## src/rtl/gpio_pkg.sv

```systemverilog
package gpio_pkg;
  localparam int ADDR_W = 4;
  localparam logic [ADDR_W-1:0] OFS_OUT  = 4'd0;
  localparam logic [ADDR_W-1:0] OFS_DIR  = 4'd1;
  localparam logic [ADDR_W-1:0] OFS_IN   = 4'd2;
  localparam logic [ADDR_W-1:0] OFS_CTRL = 4'd3;
  localparam logic [ADDR_W-1:0] OFS_EVT  = 4'd4;
  localparam logic [ADDR_W-1:0] OFS_STAT = 4'd5;
  localparam logic [ADDR_W-1:0] OFS_MASK = 4'd6;
  localparam logic [ADDR_W-1:0] OFS_FSEL = 4'd7;
  localparam int CTRL_CKEN_BIT = 5;
  localparam int STAT_KPD_BIT  = 0;
  localparam int STAT_GPIO_BIT = 1;
  localparam int NUM_SRC       = 2;
endpackage

```

## src/rtl/gpio_sync.sv

```systemverilog
module gpio_sync #(
  parameter int W = 16
) (
  input  logic         clk_i,
  input  logic         rst_ni,
  input  logic [W-1:0] d_i,
  output logic [W-1:0] q_o
);
  logic [W-1:0] s1_q, s2_q;

  always_ff @(posedge clk_i or negedge rst_ni) begin
    if (!rst_ni) begin
      s1_q <= '0;
      s2_q <= '0;
    end else begin
      s1_q <= d_i;
      s2_q <= s1_q;
    end
  end

  assign q_o = s2_q;
endmodule

```

## src/rtl/gpio_evt_det.sv

```systemverilog
module gpio_evt_det #(
  parameter int W  = 16,
  localparam int PW = $clog2(W)
) (
  input  logic          clk_i,
  input  logic          rst_ni,
  input  logic          en_i,
  input  logic [W-1:0]  sync_i,
  input  logic          mode_en_i,
  input  logic [PW-1:0] pin_sel_i,
  input  logic          rise_i,
  output logic [W-1:0]  in_o,
  output logic          evt_o
);
  logic [W-1:0] in_q, prev_q;

  // sample and history advance together, frozen while disabled
  always_ff @(posedge clk_i or negedge rst_ni) begin
    if (!rst_ni) begin
      in_q   <= '0;
      prev_q <= '0;
    end else if (en_i) begin
      in_q   <= sync_i;
      prev_q <= in_q;
    end
  end

  logic cur_b, old_b;
  assign cur_b = in_q[pin_sel_i];
  assign old_b = prev_q[pin_sel_i];
  assign evt_o = en_i && mode_en_i && (cur_b != old_b) && (cur_b == rise_i);
  assign in_o  = in_q;

  AST_HOLD_OFF: assert property (@(posedge clk_i) disable iff (!rst_ni)
    !en_i |=> $stable(in_q));
endmodule

```

## src/rtl/gpio_irq_ctl.sv

```systemverilog
module gpio_irq_ctl
  import gpio_pkg::*;
(
  input  logic               clk_i,
  input  logic               rst_ni,
  input  logic               evt_i,
  input  logic               rd_clr_i,
  input  logic               kpd_i,
  input  logic [NUM_SRC-1:0] mask_i,
  output logic [NUM_SRC-1:0] stat_o,
  output logic               irq_o
);
  logic gpio_q;

  // a new event wins over a same-cycle read clear
  always_ff @(posedge clk_i or negedge rst_ni) begin
    if (!rst_ni)       gpio_q <= 1'b0;
    else if (evt_i)    gpio_q <= 1'b1;
    else if (rd_clr_i) gpio_q <= 1'b0;
  end

  always_comb begin
    stat_o = '0;
    stat_o[STAT_KPD_BIT]  = kpd_i;
    stat_o[STAT_GPIO_BIT] = gpio_q;
  end

  assign irq_o = |(stat_o & ~mask_i);

  AST_RD_CLEAR: assert property (@(posedge clk_i) disable iff (!rst_ni)
    (rd_clr_i && !evt_i) |=> !gpio_q);
  AST_STICKY: assert property (@(posedge clk_i) disable iff (!rst_ni)
    (gpio_q && !rd_clr_i) |=> gpio_q);
  AST_MASK_ALL: assert property (@(posedge clk_i) disable iff (!rst_ni)
    (&mask_i) |-> !irq_o);
endmodule

```

## src/rtl/gpio_evt_port.sv

```systemverilog
module gpio_evt_port
  import gpio_pkg::*;
#(
  parameter int DW = 16
) (
  input  logic              clk_i,
  input  logic              rst_ni,
  input  logic              sel_i,
  input  logic              we_i,
  input  logic [ADDR_W-1:0] addr_i,
  input  logic [DW-1:0]     wdata_i,
  output logic [DW-1:0]     rdata_o,
  input  logic [DW-1:0]     pin_i,
  output logic [DW-1:0]     pin_o,
  output logic [DW-1:0]     pin_oe_o,
  output logic [DW-1:0]     gpio_sel_o,
  input  logic              kpd_irq_i,
  output logic              irq_o
);
  localparam int PW       = $clog2(DW);
  localparam int EDGE_BIT = PW + 1;
  localparam int MODE_W   = PW + 2;

  logic [DW-1:0]      out_q, dir_q, fsel_q, sync_w, in_w;
  logic               cken_q, evt_w, rd_clr_w;
  logic [MODE_W-1:0]  mode_q;
  logic [NUM_SRC-1:0] mask_q, stat_w;
  logic               wr_w;

  assign wr_w     = sel_i && we_i;
  assign rd_clr_w = sel_i && !we_i && (addr_i == OFS_STAT);

  always_ff @(posedge clk_i or negedge rst_ni) begin
    if (!rst_ni) begin
      out_q  <= '0;
      dir_q  <= '1;
      fsel_q <= '0;
      cken_q <= 1'b0;
      mode_q <= '0;
      mask_q <= '0;
    end else if (wr_w) begin
      case (addr_i)
        OFS_OUT:  out_q  <= wdata_i;
        OFS_DIR:  dir_q  <= wdata_i;
        OFS_CTRL: cken_q <= wdata_i[CTRL_CKEN_BIT];
        OFS_EVT:  mode_q <= wdata_i[MODE_W-1:0];
        OFS_MASK: mask_q <= wdata_i[NUM_SRC-1:0];
        OFS_FSEL: fsel_q <= wdata_i;
        default: ;
      endcase
    end
  end

  gpio_sync #(.W(DW)) u_sync (
    .clk_i (clk_i),
    .rst_ni(rst_ni),
    .d_i   (pin_i),
    .q_o   (sync_w)
  );

  gpio_evt_det #(.W(DW)) u_evt (
    .clk_i    (clk_i),
    .rst_ni   (rst_ni),
    .en_i     (cken_q),
    .sync_i   (sync_w),
    .mode_en_i(mode_q[0]),
    .pin_sel_i(mode_q[PW:1]),
    .rise_i   (mode_q[EDGE_BIT]),
    .in_o     (in_w),
    .evt_o    (evt_w)
  );

  gpio_irq_ctl u_irq (
    .clk_i   (clk_i),
    .rst_ni  (rst_ni),
    .evt_i   (evt_w),
    .rd_clr_i(rd_clr_w),
    .kpd_i   (kpd_irq_i),
    .mask_i  (mask_q),
    .stat_o  (stat_w),
    .irq_o   (irq_o)
  );

  always_comb begin
    rdata_o = '0;
    case (addr_i)
      OFS_OUT:  rdata_o = out_q;
      OFS_DIR:  rdata_o = dir_q;
      OFS_IN:   rdata_o = in_w;
      OFS_CTRL: rdata_o[CTRL_CKEN_BIT] = cken_q;
      OFS_EVT:  rdata_o[MODE_W-1:0] = mode_q;
      OFS_STAT: rdata_o[NUM_SRC-1:0] = stat_w;
      OFS_MASK: rdata_o[NUM_SRC-1:0] = mask_q;
      OFS_FSEL: rdata_o = fsel_q;
      default:  rdata_o = '0;
    endcase
  end

  assign pin_o      = out_q;
  assign pin_oe_o   = ~dir_q;
  assign gpio_sel_o = fsel_q;

  AST_DIR_WRITE: assert property (@(posedge clk_i) disable iff (!rst_ni)
    (wr_w && addr_i == OFS_DIR) |=> (pin_oe_o == ~$past(wdata_i)));
  AST_EVT_CAUSE: assert property (@(posedge clk_i) disable iff (!rst_ni)
    $rose(stat_w[STAT_GPIO_BIT]) |-> $past(cken_q && mode_q[0]));
endmodule

```

## config.mk

```make
export PLATFORM = sky130hd
export DESIGN_NAME = gpio_evt_port
export DESIGN_NICKNAME = d
export VERILOG_FILES = /design/src/rtl/gpio_pkg.sv /design/src/rtl/gpio_sync.sv /design/src/rtl/gpio_evt_det.sv /design/src/rtl/gpio_irq_ctl.sv /design/src/rtl/gpio_evt_port.sv
export SDC_FILE = /design/constraint.sdc
export NUM_CORES = 1
export LEC_CHECK = 0
export BUFFER_PORTS_ARGS = -buffer_cell sky130_fd_sc_hd__buf_2
export CAP_MARGIN = 25
export CORE_UTILIZATION = 55
export DETAILED_ROUTE_END_ITERATION = 10
export PLACE_DENSITY = 0.8
export SKIP_LAST_GASP = 1
export SYNTH_ARGS = -nofsm -noshare
export SYNTH_HDL_FRONTEND = slang
export SYNTH_HIERARCHICAL = 1
export SYNTH_SLANG_ARGS = --single-unit
```

## constraint.sdc

```tcl
create_clock -name clk_i -period 2.8 [get_ports clk_i]
set_clock_uncertainty 0.1 [all_clocks]
set_input_delay 0.42 -clock clk_i [delete_from_list [all_inputs] [get_ports clk_i]]
set_output_delay 0.42 -clock clk_i [all_outputs]
set_load 0.1 [all_outputs]
```

After elaboration in Yosys (flattened, before gate mapping)
Index checks and enable logic that the tools add are counted.

storage, ports and cells
  flip-flop bits (word level) = 122
  input bits = 41
  output and inout port bits = 65

operators by class
  equality and inequality tests = 9
  order comparisons = 1
  reduce and logical (&&, ||, !) cells = 16
  bitwise logic cells = 3
  mux-type cells = 10

operators by type and width
  operator                                                    number
  one-hot mux 10 bit (4 select lines)                         1
  equality test 4 x 3 -> 1 bit, second input constant         4
  inverter 16 bit                                             1
  one-hot mux 3 bit (5 select lines)                          1
  one-hot mux 2 bit (7 select lines)                          1
  AND reduction 2 bit                                         6
  binary-select mux 1 bit (select 4 bit)                      2
  equality test 4 x 2 -> 1 bit, second input constant         2
  logical AND 1 bit                                           6
  one-hot mux 1 bit (6 select lines)                          1
  less-than comparator 4 x 5 -> 1 bit, second input constant  1
  equality test 4 x 1 -> 1 bit, second input constant         1
  zero test 4 bit                                             1
  two-way mux 1 bit                                           4
  bitwise AND 2 bit                                           1
  inverter 2 bit                                              1
  nonzero test 2 bit                                          1
  OR reduction 2 bit                                          1
  equality test 1 bit                                         1
  zero test 1 bit                                             1
  != test 1 bit                                               1

Logic depth before layout (Yosys ltp)
Gate-level depths: netlist of the first run.

  word-level depth = 6
  depth in mapped cells = 7
  gate-level depth less buffers = 6

Modules after synthesis
The synthesis of the first run kept the hierarchy.

by module, submodules not included
  module         sequential area each (sq um)  area an instance (sq um)  times used  cells an instance
  gpio_evt_port  1446.4                        2944.1                    1           245
  gpio_evt_det   800.8                         1488.9                    1           92
  gpio_sync      800.8                         800.8                     1           32
  gpio_irq_ctl   25.0                          67.6                      1           7

Worst setup path before layout of the first run
Ideal clock, no wire load.

  kind = register to output
  from = register out_q[14], in the netlist pin_o[14]
  to = output rdata_o[14]
  slack = -1.211 ns
  arrival = 3.491 ns
  cell stages (with the launch flop) = 5
  path through = dfrtp_1 > mux2i_1 > nor2_1 > a211oi_1 > a211oi_1

on the way
  word-level cells in the longest chain between the ends = 1

ends and longest elaborated chain
  what                                 RTL line             source
  start: declaration                   gpio_evt_port.sv:24  logic [DW-1:0] out_q, dir_q, fsel_q, sync_w, in_w;
  start signal: assignment             gpio_evt_port.sv:43  OFS_OUT: out_q <= wdata_i;
  one-hot mux 10 bit (4 select lines)  gpio_evt_port.sv:86  case (addr_i)
  end: declaration                     gpio_evt_port.sv:12  output logic [DW-1:0] rdata_o,

No other way between the ends.

Worst setup path after layout of the first run
  from = register mode_q[1]
  to = output rdata_o[1]

on the way
  word-level cells in the longest chain between the ends = 1

ends and longest elaborated chain
  what                                RTL line             source
  start: declaration                  gpio_evt_port.sv:26  logic [MODE_W-1:0] mode_q;
  start signal: assignment            gpio_evt_port.sv:46  OFS_EVT: mode_q <= wdata_i[MODE_W-1:0];
  one-hot mux 2 bit (7 select lines)  gpio_evt_port.sv:86

No other way between the ends.

==> flow_metrics.env, run 1 <==
export IMPL_grt_usage=0.260
export IMPL_ioPinCount=106
export IMPL_die_w_um=100
export IMPL_cts_root_buffer="clkbuf_8"
export IMPL_rrSetupSlack_ns=0.36
export IMPL_fmax_mhz=395
export IMPL_critPathCaptureType="primary output"
export IMPL_hp_class="input pin to register"
export IMPL_fin_nets=542
export IMPL_clk_latency_ns=0.51
export IMPL_die_h_um=100
export IMPL_drtPass1Iterations=4
export IMPL_hold_violations=0
export IMPL_nFillCells=596
export IMPL_cts_tree="yes"
export IMPL_syn_num_nets=417
export IMPL_grt_max_degree=47
export IMPL_cts_path_max_buffers=2
export IMPL_min_period_ns=2.53
export IMPL_p_leak_nw=3.14
export IMPL_cts_sinks=122
export IMPL_dp_cells=594
export IMPL_synth_ff_latch_count=122
export IMPL_regToRegStartpoint="mode_q[1]"
export IMPL_drive_gt1_frac=0.525
export IMPL_path_class="register to primary output"
export IMPL_peakVddDrop_v=0.000643
export IMPL_synth_most_common_cell="dfrtp_1"
export IMPL_h_tree_depth=4
export IMPL_antenna_found_initial=0
export IMPL_avgViaCountPerCell=5.61
export IMPL_power_density_mw_per_mm2=1020
export IMPL_min_from="wdata_i[7]"
export IMPL_cp_required_ns=2.28
export IMPL_drt_iter0_markers=261
export IMPL_wirelength_um=12200
export IMPL_wl_per_cell_um=18.9
export IMPL_rsz0062_at_grt="no"
export IMPL_synth_edf_count=0
export IMPL_start_util=0.571
export IMPL_vias=3608
export IMPL_die_area_mm2=0.0100
export IMPL_holdPathEnd="pin_o[7]"
export IMPL_synth_top_area_frac=0.500
export IMPL_cp_start_kind="register"
export IMPL_std_cell_rows=35
export IMPL_synth_ff_type="dfrtp_1"
export IMPL_synth_area_leaders="dfrtp_1 50%, mux2_2 20%, dfstp_2 7.9%, mux4_1 4.0%, mux2i_1 2.6%"
export IMPL_syn_area_mm2=0.00530
export IMPL_numCtsBuffers=17
export IMPL_place_gp_congestion=0.855
export IMPL_area_growth_pct=30.9
export IMPL_slew_headroom=0.608
export IMPL_finalCritPeriodShare=0.905
export IMPL_critPathMaxFanout=10
export IMPL_synth_largest_area_cell="dfrtp_1"
export IMPL_grt_pass1_wl_um=19600
export IMPL_worst_slack_ns=0.265
export IMPL_min_path_cells=2
export IMPL_yosys_top_cells_count="106 x dfrtp_1, 93 x mux2_2, 18 x inv_1, 16 x dfstp_2, 14 x mux2i_1"
export IMPL_report_final_slew_viol_count=0
export IMPL_syn_avg_cell_area_um2=14.1
export IMPL_ys_types=44
export IMPL_ys_seq_area_frac=0.580
export IMPL_worst_slew_pin_slew_ns=0.588
export IMPL_antenna_left=0
export IMPL_drcViolationCount=0
export IMPL_outcome="complete, no violations"
export IMPL_clk_pin_slew_ns=0.06
export IMPL_cap_viol_max_count=0
export IMPL_cts_setup_buffers=0
export IMPL_place_hpwl_um=8030
export IMPL_antenna_cells=0
export IMPL_pre_cts_ws_ns=0.325
export IMPL_yosys_warnings=6
export IMPL_port_buffers=105
export IMPL_rr_endpoint="u_irq/gpio_q"
export IMPL_ys_async_sr_fraction=1.00
export IMPL_grt_ovfl_total=0
export IMPL_fin_cells=643
export IMPL_core_area_mm2=0.00928
export IMPL_grt_pass1_vias=3748
export IMPL_setup_viol=0
export IMPL_postSynthCellCount=376
export IMPL_ff2ff_path_depth=6
export IMPL_cp_arrival_ns=2.01
[worst max-delay path: stages, from the launching register on]
cell and delay, ns:
dfrtp_1 0.56, mux2i_1 0.26, nor4_1 0.07, a311oi_1 0.30, o21ai_2 0.13, buf_12 0.19
[placed cells by master, fill, tap and decap left out, types with 3 or more instances in the layout]
cell,Yosys,routed
nor2_1,9,9
mux4_1,8,8
mux2i_1,14,14
a211oi_1,8,4
nor2b_1,4,4
buf_4,3,8
inv_6,0,4
nand2_1,12,12
and2_1,4,4
inv_1,18,18
mux2_2,93,93
a22oi_1,11,11
buf_12,0,15
o22ai_1,7,6
dfrtp_1,106,106
clkbuf_8,0,3
buf_2,5,90
a211oi_2,0,3
dlygate4sd3_1,0,17
nand3b_1,4,4
dfstp_2,16,16
clkbuf_16,0,16
a21oi_1,4,4
nand3_1,4,4
[area by class of cell]
| type | instances | area [um^2] | share of cell area |
|---|---|---|---|
| Sequential cell | 122 | 3070 | 0.443 |
| Clock inverter | 12 | 138 | 0.0198 |
| Tap cell | 129 | 161 | 0.0233 |
| Inverter | 18 | 67.6 | 0.00973 |
| Multi-Input combinational cell | 212 | 2070 | 0.299 |
| Timing Repair Buffer | 130 | 981 | 0.141 |
| Clock buffer | 20 | 445 | 0.0642 |
[stage by stage]
step / util / hold slack, ns / total power, W / cell area (um^2) / setup TNS, ns
after floorplan: - / 0.0244 / 0.00440 / 5350 / -3.65
after global placement: 0.666 / 0.232 / 0.00485 / 6190 / 0
after detailed placement: 0.666 / 0.235 / 0.00494 / 6190 / 0
after CTS: 0.748 / 0.0481 / 0.00710 / 6940 / 0
after global routing: 0.748 / 0.0551 / 0.00733 / 6940 / 0
final: 0.748 / 0.0748 / 0.00707 / 6940 / 0
[logic make-up after synthesis]
group / count (synthesis) / share of synthesized area
flip-flops: 122 / 0.580
multiplexers: 115 / 0.264
AND/OR/NAND/NOR: 54 / 0.0597
AO/OA/AOI/OAI: 43 / 0.0595
buffers and inverters: 42 / 0.0375
[where the power goes]
group / internal (W) / switching, W
Clock: 0.00132 / 0.000795
Sequential: 0.00220 / 0.000366
Combinational: 0.000731 / 0.00166
Total: 0.00425 / 0.00282
[worst max path at each step]
stage,slack [ns],endpoint,startpoint,cells after the start
CTS,0.26,rdata_o[1],mode_q[1],5
finish,0.27,rdata_o[1],mode_q[1],5
floorplan,-0.42,rdata_o[10],addr_i[0],5
global placement,0.38,rdata_o[2],addr_i[0],6
detailed placement,0.32,rdata_o[0],addr_i[1],6
global route,0.18,rdata_o[0],addr_i[1],6
[per-layer routing]
layer | vias up | track usage | wire, um
met5 | - | 0 | 0
met2 | 120 | 0.421 | 6170
met3 | 15 | 0.0689 | 602
li1 | 1618 | - | -
met4 | 0 | 0.0948 | 172
met1 | 1855 | 0.340 | 5230
[state kept, by name, indices dropped and copies added (netlist names), 2 cells and up]
register and count:
u_sync/q_o 16, mode_q 6, pin_o 16, gpio_sel_o 16
u_evt/in_o 16, dir_q 16, u_evt/prev_q 16, mask_q 2
u_sync/s1_q 16
[timing repair]
item	CTS	global route
endpoints found under the hold margin	54	0
resized for setup	0	0
hold buffers	17	0
Note: power is estimated with default switching activity, not from simulation.
==> run 2, diff against run 1 <==
--- a/config.mk
+++ b/config.mk
@@ -10,6 +10,7 @@
 export CORE_UTILIZATION = 55
 export DETAILED_ROUTE_END_ITERATION = 10
 export PLACE_DENSITY = 0.8
+export RECOVER_POWER = 25
 export SKIP_LAST_GASP = 1
 export SYNTH_ARGS = -nofsm -noshare
 export SYNTH_HDL_FRONTEND = slang
==> run 2 against run 1 <==
Effect of this change:
- first-iteration DRC count fell by 3.1%
- sequential share of layout area rose by 0.11 points
- fmax fell by 0.70%
- die area did not move
==> flow_metrics.env, run 2 (synthesis gave the netlist of run 1 again) <==
export IMPL_cp_required_ns=2.28
export IMPL_numCtsBuffers=17
export IMPL_cp_start_kind="register"
export IMPL_critPathMaxFanout=10
export IMPL_drcViolationCount=0
export IMPL_worst_slack_ns=0.247
export IMPL_cts_sinks=122
export IMPL_place_hpwl_um=8030
export IMPL_endpoint="rdata_o[1]"
export IMPL_report_final_slew_viol_count=0
export IMPL_regToRegStartpoint="mode_q[1]"
export IMPL_ff2ff_path_depth=6
export IMPL_wl_per_cell_um=19.0
export IMPL_cts_tree="yes"
export IMPL_std_cell_rows=35
export IMPL_grt_pass1_vias=3748
export IMPL_slew_headroom=0.256
export IMPL_final_common_cell="dfrtp_1"
export IMPL_peakVddDrop_v=0.000643
export IMPL_cts_root_buffer="clkbuf_8"
export IMPL_port_buffers=105
export IMPL_drtPass1Iterations=4
export IMPL_hp_class="input pin to register"
export IMPL_fmax_mhz=392
export IMPL_grt_usage=0.260
export IMPL_min_period_ns=2.55
export IMPL_rr_endpoint="u_irq/gpio_q"
export IMPL_startpoint="mode_q[1]"
export IMPL_rrSetupSlack_ns=0.36
export IMPL_fin_worst_hold_slack_ns=0.0731
export IMPL_fin_nets=542
export IMPL_nFillCells=599
export IMPL_cap_viol_max_count=0
export IMPL_worst_slew_pin_slew_ns=1.12
export IMPL_start_util=0.571
export IMPL_ioPinCount=106
export IMPL_finalCritPeriodShare=0.912
export IMPL_finalSetupTns_ns=0
export IMPL_power_density_mw_per_mm2=1020
export IMPL_finalPower_w=0.00707
export IMPL_die_w_um=100
export IMPL_min_from="wdata_i[7]"
export IMPL_drive_gt1_frac=0.525
export IMPL_avgViaCountPerCell=5.63
export IMPL_p_leak_nw=3.14
export IMPL_cts_path_max_buffers=2
export IMPL_clk_pin_slew_ns=0.06
export IMPL_place_gp_congestion=0.855
export IMPL_critPathCaptureType="primary output"
export IMPL_setup_viol=0
export IMPL_slowest_stage="dfrtp_1"
export IMPL_h_tree_depth=4
export IMPL_vias=3618
export IMPL_rsz0062_at_grt="no"
export IMPL_final_util=0.746
export IMPL_clk_latency_ns=0.51
export IMPL_antenna_left=0
export IMPL_hold_violations=0
export IMPL_cts_setup_buffers=0
export IMPL_antenna_found_initial=0
export IMPL_grt_pass1_wl_um=19600
export IMPL_grt_max_degree=47
export IMPL_cp_arrival_ns=2.03
export IMPL_die_h_um=100
export IMPL_drt_iter0_markers=253
export IMPL_pre_cts_ws_ns=0.325
export IMPL_outcome="complete, no violations"
export IMPL_cpPeakStageDelay_ns=0.56
export IMPL_cts_resized=0
export IMPL_area_growth_pct=30.6
export IMPL_path_cells="mux2i_1 -> nor4_1 -> a311oi_1 -> o21ai_2 -> buf_12"
export IMPL_die_area_mm2=0.0100
export IMPL_path_class="register to primary output"
export IMPL_grt_ovfl_total=0
export IMPL_core_area_mm2=0.00928
export IMPL_most_common_layout_cells="106 x dfrtp_1, 93 x mux2_2, 90 x buf_2, 18 x inv_1, 17 x dlygate4sd3_1"
export IMPL_antenna_cells=0
export IMPL_wirelength_um=12200
==> run 2: changes by cell type in the layout (fill, tap and decap cells not counted) <==
cell	before	now
clkbuf_2	0	2
buf_12	15	14
buf_4	8	7
==> run 2: layer usage <==
metal	routed length, um	global-route usage	vias up
met2	6230	0.421	128
li1	-	-	1615
met1	5200	0.340	1858
met3	605	0.0689	17
met5	0	0	-
met4	176	0.0948	0
==> run 2: layout make-up <==
class	instances	area, um^2	share of cell area
tap	129	161	0.0233
sequential	122	3070	0.444
multi-input combinational	212	2070	0.300
timing repair buffer	130	963	0.139
inverter	18	67.6	0.00976
clock buffer	20	445	0.0643
clock inverter	12	138	0.0199
==> run 2: repair_timing <==
item                       4_1_cts  5_1_grt
hold buffers                    17        0
hold endpoints to repair        54        0
setup endpoints to repair        0        0
==> run 2: worst max-delay path: cells and delay by family (launching register included) <==
family	cells	cell delay (ns)
buf+inv	1	0.19
mux	1	0.25
simple gates	1	0.07
flops	1	0.56
compound gates	2	0.45
==> run 2: how the worst min path moves through the flow <==
stage,to,slack [ns],depth (start not counted)
after CTS,pin_o[7],0.05,2
after detailed placement,u_sync/q_o[0],0.23,0
after global placement,u_sync/q_o[2],0.23,0
after global routing,pin_o[7],0.06,2
final,pin_o[7],0.07,2
after floorplan,cken_q,0.02,0
==> run 2: per-stage QoR <==
stage / instance area [um^2] / std cells
after floorplan: 5350 / 376
after global placement: 6190 / 594
after detailed placement: 6190 / 594
after CTS: 6940 / 643
after global routing: 6920 / 643
final: 6920 / 643
==> run 2: where the power goes <==
| group | switching [W] | internal (W) | total, W |
|---|---|---|---|
| sequential | 0.000366 | 0.00220 | 0.00257 |
| clock | 0.000794 | 0.00132 | 0.00212 |
| combinational | 0.00166 | 0.000728 | 0.00239 |
